File: config.mk
export PLATFORM = sky130hd
export DESIGN_NAME = npc_unit
export DESIGN_NICKNAME = d
export VERILOG_FILES = /design/src/rtl/npc_pkg.sv /design/src/rtl/npc_decode.sv /design/src/rtl/npc_target.sv /design/src/rtl/npc_select.sv /design/src/rtl/npc_unit.sv
export SDC_FILE = /design/constraint.sdc
export NUM_CORES = 1
export LEC_CHECK = 0
export ABC_AREA = 1
export BUFFER_PORTS_ARGS = -buffer_cell sky130_fd_sc_hd__buf_2
export CAP_MARGIN = 30
export CORE_MARGIN = 2
export CORE_UTILIZATION = 50
export CTS_CLUSTER_DIAMETER = 80
export DETAILED_ROUTE_END_ITERATION = 8
export PLACE_DENSITY = 0.83
export REMOVE_ABC_BUFFERS = 1
export SETUP_SLACK_MARGIN = 0.05
export SLEW_MARGIN = 30
export SYNTH_ARGS = -nofsm -noshare
export SYNTH_HDL_FRONTEND = slang
export SYNTH_SLANG_ARGS = --single-unit
File: constraint.sdc
create_clock -name clk -period 4.85 [get_ports clk]
set_input_delay 0.2425 -clock clk [delete_from_list [all_inputs] [get_ports clk]]
set_output_delay 0.2425 -clock clk [all_outputs]
set_load 0.02 [all_outputs]
File: src/rtl/npc_pkg.sv
package npc_pkg;
  localparam int ADDR_W   = 32;
  localparam int INSTR_W  = 32;
  localparam int OPC_W    = 6;
  localparam int IMM_W    = 16;
  localparam int JFIELD_W = 26;
  localparam int ALIGN_W  = 2;
  localparam int REGION_W = ADDR_W - JFIELD_W - ALIGN_W;
  localparam int SEXT_W   = ADDR_W - IMM_W - ALIGN_W;
  localparam int OPC_LSB  = INSTR_W - OPC_W;

  localparam logic [OPC_W-1:0] OPC_JUMP = 6'h02;
  localparam logic [OPC_W-1:0] OPC_BREQ = 6'h04;
  localparam logic [OPC_W-1:0] OPC_BRNE = 6'h05;

  localparam logic [ADDR_W-1:0] WORD_STEP = ADDR_W'(1 << ALIGN_W);

  typedef logic [ADDR_W-1:0] addr_t;

  typedef enum logic [1:0] {
    FLOW_SEQ = 2'd0,
    FLOW_BEQ = 2'd1,
    FLOW_BNE = 2'd2,
    FLOW_JMP = 2'd3
  } flow_e;

  function automatic addr_t f_step(input addr_t cur);
    return cur + WORD_STEP;
  endfunction

  function automatic addr_t f_branch(input addr_t after, input logic [IMM_W-1:0] imm);
    addr_t ofs;
    ofs = {{SEXT_W{imm[IMM_W-1]}}, imm, {ALIGN_W{1'b0}}};
    return after + ofs;
  endfunction

  function automatic addr_t f_jump(input addr_t cur, input logic [JFIELD_W-1:0] fld);
    return {cur[ADDR_W-1 -: REGION_W], fld, {ALIGN_W{1'b0}}};
  endfunction

  function automatic addr_t f_align(input addr_t a);
    return {a[ADDR_W-1:ALIGN_W], {ALIGN_W{1'b0}}};
  endfunction
endpackage

File: src/rtl/npc_decode.sv
module npc_decode
  import npc_pkg::*;
(
  input  logic [OPC_W-1:0] opcode,
  output flow_e            kind
);
  always_comb begin
    unique case (opcode)
      OPC_JUMP: kind = FLOW_JMP;
      OPC_BREQ: kind = FLOW_BEQ;
      OPC_BRNE: kind = FLOW_BNE;
      default:  kind = FLOW_SEQ;
    endcase
  end
endmodule

File: src/rtl/npc_target.sv
module npc_target
  import npc_pkg::*;
(
  input  addr_t              cur_pc,
  input  logic [INSTR_W-1:0] instr,
  output addr_t              seq_addr,
  output addr_t              br_addr,
  output addr_t              jmp_addr
);
  logic [IMM_W-1:0]    imm_field;
  logic [JFIELD_W-1:0] jmp_field;

  assign imm_field = instr[IMM_W-1:0];
  assign jmp_field = instr[JFIELD_W-1:0];

  assign seq_addr = f_step(cur_pc);
  assign br_addr  = f_branch(seq_addr, imm_field);
  assign jmp_addr = f_jump(cur_pc, jmp_field);
endmodule

File: src/rtl/npc_select.sv
module npc_select
  import npc_pkg::*;
(
  input  flow_e kind,
  input  logic  ops_equal,
  input  addr_t seq_addr,
  input  addr_t br_addr,
  input  addr_t jmp_addr,
  output logic  take_branch,
  output addr_t next_addr
);
  addr_t raw_next;

  always_comb begin
    unique case (kind)
      FLOW_BEQ: take_branch = ops_equal;
      FLOW_BNE: take_branch = ~ops_equal;
      default:  take_branch = 1'b0;
    endcase
  end

  always_comb begin
    if (kind == FLOW_JMP)  raw_next = jmp_addr;
    else if (take_branch)  raw_next = br_addr;
    else                   raw_next = seq_addr;
  end

  assign next_addr = f_align(raw_next);
endmodule

File: src/rtl/npc_unit.sv
module npc_unit
  import npc_pkg::*;
#(
  parameter logic [31:0] RESET_PC = 32'h0040_0000
) (
  input  logic        clk,
  input  logic        rst,
  input  logic        stall,
  input  logic [31:0] instr,
  input  logic        ops_equal,
  output logic [31:0] pc,
  output logic [31:0] pc_plus4
);
  localparam addr_t RESET_ALIGNED = f_align(RESET_PC);

  addr_t pc_q;
  addr_t seq_addr;
  addr_t br_addr;
  addr_t jmp_addr;
  addr_t next_addr;
  flow_e kind;
  logic  take_branch;
  logic  advance;

  npc_decode u_decode (
    .opcode (instr[INSTR_W-1:OPC_LSB]),
    .kind   (kind)
  );

  npc_target u_target (
    .cur_pc   (pc_q),
    .instr    (instr),
    .seq_addr (seq_addr),
    .br_addr  (br_addr),
    .jmp_addr (jmp_addr)
  );

  npc_select u_select (
    .kind        (kind),
    .ops_equal   (ops_equal),
    .seq_addr    (seq_addr),
    .br_addr     (br_addr),
    .jmp_addr    (jmp_addr),
    .take_branch (take_branch),
    .next_addr   (next_addr)
  );

  assign advance = ~rst & ~stall;

  always_ff @(posedge clk) begin
    if (rst)          pc_q <= RESET_ALIGNED;
    else if (advance) pc_q <= next_addr;
  end

  assign pc       = pc_q;
  assign pc_plus4 = seq_addr;

  // Checking: armed once a reset has been seen, so no property sees pre-reset X.
  logic armed;
  always_ff @(posedge clk) armed <= (armed === 1'b1) | rst;

  a_r1_reset_value: assert property (@(posedge clk) disable iff (armed !== 1'b1)
    rst |=> pc == RESET_ALIGNED);

  a_r2_stall_hold: assert property (@(posedge clk) disable iff (armed !== 1'b1)
    (!rst && stall) |=> $stable(pc));

  a_r4_seq_step: assert property (@(posedge clk) disable iff (armed !== 1'b1)
    (advance && kind == FLOW_SEQ) |=> pc == $past(pc) + 32'd4);

  a_r5_r6_fall_through: assert property (@(posedge clk) disable iff (armed !== 1'b1)
    (advance && (kind == FLOW_BEQ || kind == FLOW_BNE) && !take_branch)
      |=> pc == $past(pc_plus4));

  a_r8_region_kept: assert property (@(posedge clk) disable iff (armed !== 1'b1)
    (advance && kind == FLOW_JMP) |=> pc[31:28] == $past(pc[31:28]));

  always @(negedge clk) begin
    if (armed === 1'b1)
      a_r10_aligned: assert (pc[1:0] == 2'b00);
  end
endmodule

Word-level counts from Yosys, hierarchy flattened

Cells that the tools add are included.

Equal/unequal tests: 6
Shift-type cells: 0
Multipliers: 0
Bitwise operators: 5
$lt $le $gt $ge: 0
Mux-type cells: 4
Reductions and logical operators: 1
Add/sub/neg operators: 2
Divide/modulo/power cells: 0

Operator list:

| cell                    | count |
|---|---|
| $add A32 B3 Y32 const B | 1 |
| $add A32 B32 Y32        | 1 |
| $mux W32                | 1 |
| $mux W28                | 1 |
| $eq A6 B3 Y1 const B    | 2 |
| $eq A6 B2 Y1 const B    | 1 |
| $pmux W2 S3             | 1 |
| $eq A2 B2 Y1 const B    | 2 |
| $not A1 Y1              | 4 |
| $eq A2 B1 Y1 const B    | 1 |
| $pmux W1 S2             | 1 |
| $reduce_and A2 Y1       | 1 |
| $and A1 B1 Y1           | 1 |

Register bits: 30
Logic and storage cells: 20
Bits of input ports: 36
Memories: 0
Bits in writable memories: 0
ROM bits: 0
Bits in latches: 0
Output and inout bits: 64

Logic depth before layout (Yosys ltp)

Word-level depth: 6
Gate-level depth with buffers: 23
Gate-level depth less buffers: 23

Hierarchy

A second synthesis with hierarchy kept.

Cell total of the unflattened synthesis: 949
Area total of the unflattened synthesis: 5287.6 sq um

Modules (own cells, without submodules):

| module     | sequential area each (sq um) | area an instance (sq um) | cells an instance | instances |
|---|---|---|---|---|
| npc_target | 0.0                          | 3007.9                   | 557               | 1 |
| npc_unit   | 640.6                        | 1112.3                   | 139               | 1 |
| npc_select | 0.0                          | 1101.1                   | 239               | 1 |
| npc_decode | 0.0                          | 66.3                     | 14                | 1 |

Worst setup path after synthesis

Ideal clock, no wire load.

Path type: register to register
From: reg pc_q[2], in the netlist pc[2]
To: reg pc_q[29], in the netlist pc[29]
Setup slack: 1.679 ns
Clock period less this slack: 3.171 ns
Path buffers: 0
Library setup time: 0.127 ns
Stages on the path, launching flop included: 18
Arrival time: 3.043 ns
Required time: 4.723 ns
Path through: dfxtp_1 > ha_1 > nand3_2 > nor2_1 > nand2_1 > nor2_2 > xor2_1 > ha_1 > nand2_1 > inv_1 > a21oi_1 > o21ai_0 > a21oi_1 > nand2_1 > nand2_1 > nand3_1 > nand2_1 > a21oi_1

Word-level cells in the longest chain between the ends: 3

RTL lines:

| element                | RTL line         | text |
|---|---|---|
| start, declared        | npc_unit.sv:16   | `addr_t pc_q;` |
| start signal, assigned | npc_unit.sv:52   | `else if (advance) pc_q <= next_addr;` |
| $add A32 B3 Y32        | npc_pkg.sv:28    | `return cur + WORD_STEP;` |
| named net pc_plus4[16] | npc_unit.sv:12   | `output logic [31:0] pc_plus4` |
| $add A32 B32 Y32       | npc_pkg.sv:34    | `return after + ofs;` |
| $mux W32               | npc_select.sv:24 | `else if (take_branch) raw_next = br_addr;` |

The timed path passes the listed nets, and every way through them passes these cells.
A chain may end at the register's enable or synchronous reset.

Worst setup path in the final report

From: reg pc_q[2], in the netlist pc[2]
To: reg pc_q[27], in the netlist pc[27]

Word-level cells in the longest chain between the ends: 4

RTL lines:

| element             | RTL line         | text |
|---|---|---|
| $add A32 B3 Y32 (*) | npc_pkg.sv:28    |  |
| $add A32 B32 Y32    | npc_pkg.sv:34    |  |
| $mux W32 (*)        | npc_select.sv:24 |  |
| $mux W28 (*)        | npc_select.sv:23 | `if (kind == FLOW_JMP) raw_next = jmp_addr;` |

Every way passes the cells marked *; elsewhere a longest branch is shown, timed or not.

==> results.py <==
metrics = {
    "synthesis": {
        "synth_top_family_by_area": "simple AND/OR/NAND/NOR gates",
        "synth_adder_area_share": 0.09526,
        "synth_xor_area_frac": 0.05566,
        "synth_cell_types": 43,
        "synthCells": 855,
        "yosys.area.top_type": "nand2_1",
        "muxShareOfSynthArea": 0,
        "yosys.area_share.simple": 0.4552,
        "synth.area.top_cells": "nand2_1 (23%), dfxtp_1 (13%), inv_1 (10%)",
        "synth_top_area_share": 0.2264,
        "ys_seq_area_frac": 0.1284,
        "avgSynthCellArea_um2": 5.469,
        "synth-compound-area-share": 0.1341,
        "syn-cell-area_mm2": 0.004676,
        "yosys_warnings": 0,
        "synth-seq-cells": 30,
    },
    "grt": {
        "grt_pass1_wl_um": 25760,
        "grt_max_degree": 31,
        "antenna_found_initial": 0,
        "overflow": 0,
        "grt_pass1_vias": 5268,
        "grtUsageTotal": 0.3219,
    },
    "placement": {
        "port_buffers": 95,
        "dp.cells": 1046,
        "dp_hpwl_um": 13320,
        "gp_congestion": 1.004,
    },
    "worst_setup_path": {
        "cp_cell_sequence": "ha_1, nand3_2, inv_1, nand2_1, nor4_1, nand2_1, xor2_1, inv_1, ha_1, nand2_1, nor2_1, nand2_1, nor2_1, nand2_1, nand3_1, nand3_1, nand2_1, nand2_1, a21oi_1",
        "crit_type": "flop to flop",
        "startpoint_type": "flop",
        "rr_worst_depth": 19,
        "r2r_setup_slack_ps": 1400,
        "critPathMaxFanout": 7,
        "critPathCaptureType": "flop",
        "r2r_start": "pc[2]",
        "crit_path_frequent_cell": "nand2_1",
        "required_ps": 5070,
        "cp.arrival_ps": 3670,
        "critPathBufInv": 2,
        "crit_path_top_delay_cell": "dfxtp_1",
        "cpPeakStageDelay_ps": 480,
        "crit_family": "simple AND/OR/NAND/NOR gates",
        "r2r-end": "pc[27]",
    },
    "route": {
        "drc": 0,
        "first_pass_iters": 5,
        "vias": 5804,
        "wire_per_inst_um": 15.35,
        "drtIter0Drc": 496,
        "vias_per_cell": 5.507,
        "final_antenna_net_count": 0,
        "wl_um": 16180,
    },
    "timing": {
        "maxSlewHeadroom": 0.3800,
        "skew_ps": 5.778,
        "worst-slew-pin-transition_ps": 927.4,
        "hold_viol": 0,
        "fmax_ghz": 0.2897,
        "min_period_over_period": 0.7116,
        "finalCriticalPeriod_ps": 3451,
        "drv_slew": 0,
        "whs_ps": 260.6,
        "setup_viol": 0,
        "fin_tns_setup_ps": 0,
        "rsz0062_at_grt": "no",
    },
    "floorplan": {
        "pin_count": 100,
        "die-width_um": 100.7,
        "fp.coreArea_mm2": 0.009153,
        "dieHeight_um": 100.7,
        "num_rows": 35,
        "start_util": 0.5109,
        "die_area_mm2": 0.01014,
    },
    "hold_path": {
        "hold_class": "input pin to flop",
        "min_from": "instr[24]",
        "whs_path_depth": 3,
        "min_to": "pc[26]",
    },
    "status": {
        "outcome": "completed",
    },
    "finish": {
        "area_delta_synth_final_pct": 13.43,
        "stdcell_count": 1054,
        "largest_register_ffs": 30,
        "nFillCells": 987,
        "drive_gt1_frac": 0.1485,
        "layout.nets": 1013,
        "diodes": 0,
        "final_core_util": 0.5795,
    },
    "clock_network": {
        "hold_buffers": 0,
        "post_cts_buffers": 0,
        "cts_inserted_buffers": 5,
        "cts_tree": "built",
        "clockBufferDepth": 2,
        "cts.sinks": 30,
        "clk_latency_ps": 290,
        "clk_pin_slew_ps": 80,
        "clockRootBuffer": "clkbuf_8",
        "cts_max_level": 2,
        "cts_resized": 0,
    },
    "run": {
        "cap_viol_max_count": 0,
    },
    "power": {
        "p_leak_nw": 3.038,
        "peakVddDrop_mv": 0.1847,
        "power.total_mw": 0.8453,
        "p_per_area_mw_per_mm2": 159.4,
    },
}
logic make-up (layout without fill, tap and decap cells):
group,after synthesis,after routing
compound gates,119,119
xor+xnor,28,28
fa+ha+maj,35,35
buf+inv,154,239
flops,30,30
other cells,1,4
simple gates,488,488
synthesized netlist by cell type (all sizes together):
cell,n
or2,7
nor2b,1
o211ai,1
a31oi,5
xor2,26
conb,1
dfxtp,30
nor2,88
o21ai,37
nor3b,2
buf,13
a21o,1
ha,34
and2,3
inv,134
nor3,13
nand4,10
fa,1
o21bai,5
a21oi,70
clkbuf,7
nor4,6
xnor2,2
nand3b,4
nand2,287
nand3,67
cell usage in the layout, fill, tap and decap left out, types with 2 or more instances in the layout:
| cell type | synthesis | routed |
|---|---|---|
| a21oi_2 | 2 | 2 |
| dfxtp_1 | 30 | 30 |
| nand3_1 | 65 | 65 |
| ha_1 | 34 | 34 |
| xor2_2 | 2 | 2 |
| a31oi_1 | 5 | 5 |
| inv_2 | 4 | 4 |
| nand3_2 | 2 | 2 |
| buf_2 | 8 | 95 |
| o21bai_1 | 5 | 5 |
| xor2_1 | 24 | 24 |
| nor3_2 | 4 | 4 |
| nor2_1 | 81 | 81 |
| a21oi_1 | 68 | 68 |
| nor3_1 | 8 | 8 |
| clkbuf_8 | 0 | 6 |
| buf_4 | 4 | 2 |
| nand2_1 | 282 | 282 |
| nor2_2 | 5 | 5 |
| or2_2 | 6 | 6 |
| conb_1 | 1 | 4 |
| nor4_1 | 5 | 5 |
| xnor2_1 | 2 | 2 |
| nand3b_1 | 4 | 4 |
| nand2_2 | 4 | 4 |
| o21ai_0 | 33 | 33 |
| o21ai_1 | 4 | 4 |
| nand4_1 | 10 | 10 |
| inv_1 | 130 | 130 |
| and2_1 | 3 | 3 |
worst min-delay path, stage by stage:
cell and delay (ps):
buf_2 90, a21oi_1 60, a21oi_1 120
metal layers:
metal | share of wire | wire [um] | global-route usage | vias to the layer above
met5 | 0 | 0 | 0 | -
met4 | 0.048 | 782 | 0.1560 | 0
met3 | 0.096 | 1561 | 0.05340 | 56
met2 | 0.43 | 7032 | 0.4990 | 318
met1 | 0.42 | 6805 | 0.4332 | 2546
li1 | - | - | - | 2884
worst max path at each step:
stage / cells past startpoint / startpoint / end / slack, ps
2_1_floorplan: 17 / pc[2] / pc[29] / 1670
3_3_place_gp: 20 / pc[2] / pc[27] / 1500
3_5_place_dp: 20 / pc[2] / pc[27] / 1480
4_1_cts: 20 / pc[2] / pc[27] / 1470
5_1_grt: 17 / pc[2] / pc[29] / 1110
6_report: 19 / pc[2] / pc[27] / 1400
power by group:
part | leakage, nW | switching [mW] | total (mW) | internal [mW]
registers | 0.246 | 0.0233 | 0.281 | 0.258
logic | 2.74 | 0.230 | 0.342 | 0.113
clock network | 0.0472 | 0.108 | 0.222 | 0.114
total | 3.04 | 0.361 | 0.845 | 0.484
through the flow:
stage | setup WS (ps) | cell area [um2]
3_5_place_dp | 1484 | 5209
4_1_cts | 1466 | 5304
2_1_floorplan | 1672 | 4579
6_report | 1399 | 5304
5_1_grt | 1111 | 5304
3_3_place_gp | 1500 | 5209
cell type report:
type / instances / area (um2) / share of cell area
well taps: 111 / 138.9 / 0.02619
inverters: 134 / 503.0 / 0.09483
flip-flops and latches: 30 / 600.6 / 0.1132
clock buffers: 6 / 82.58 / 0.01557
clock inverters: 2 / 12.51 / 0.002359
multi-input cells: 674 / 3476 / 0.6553
repair buffers: 97 / 490.5 / 0.09247
No activity file was read; power rests on OpenSTA's default activity.
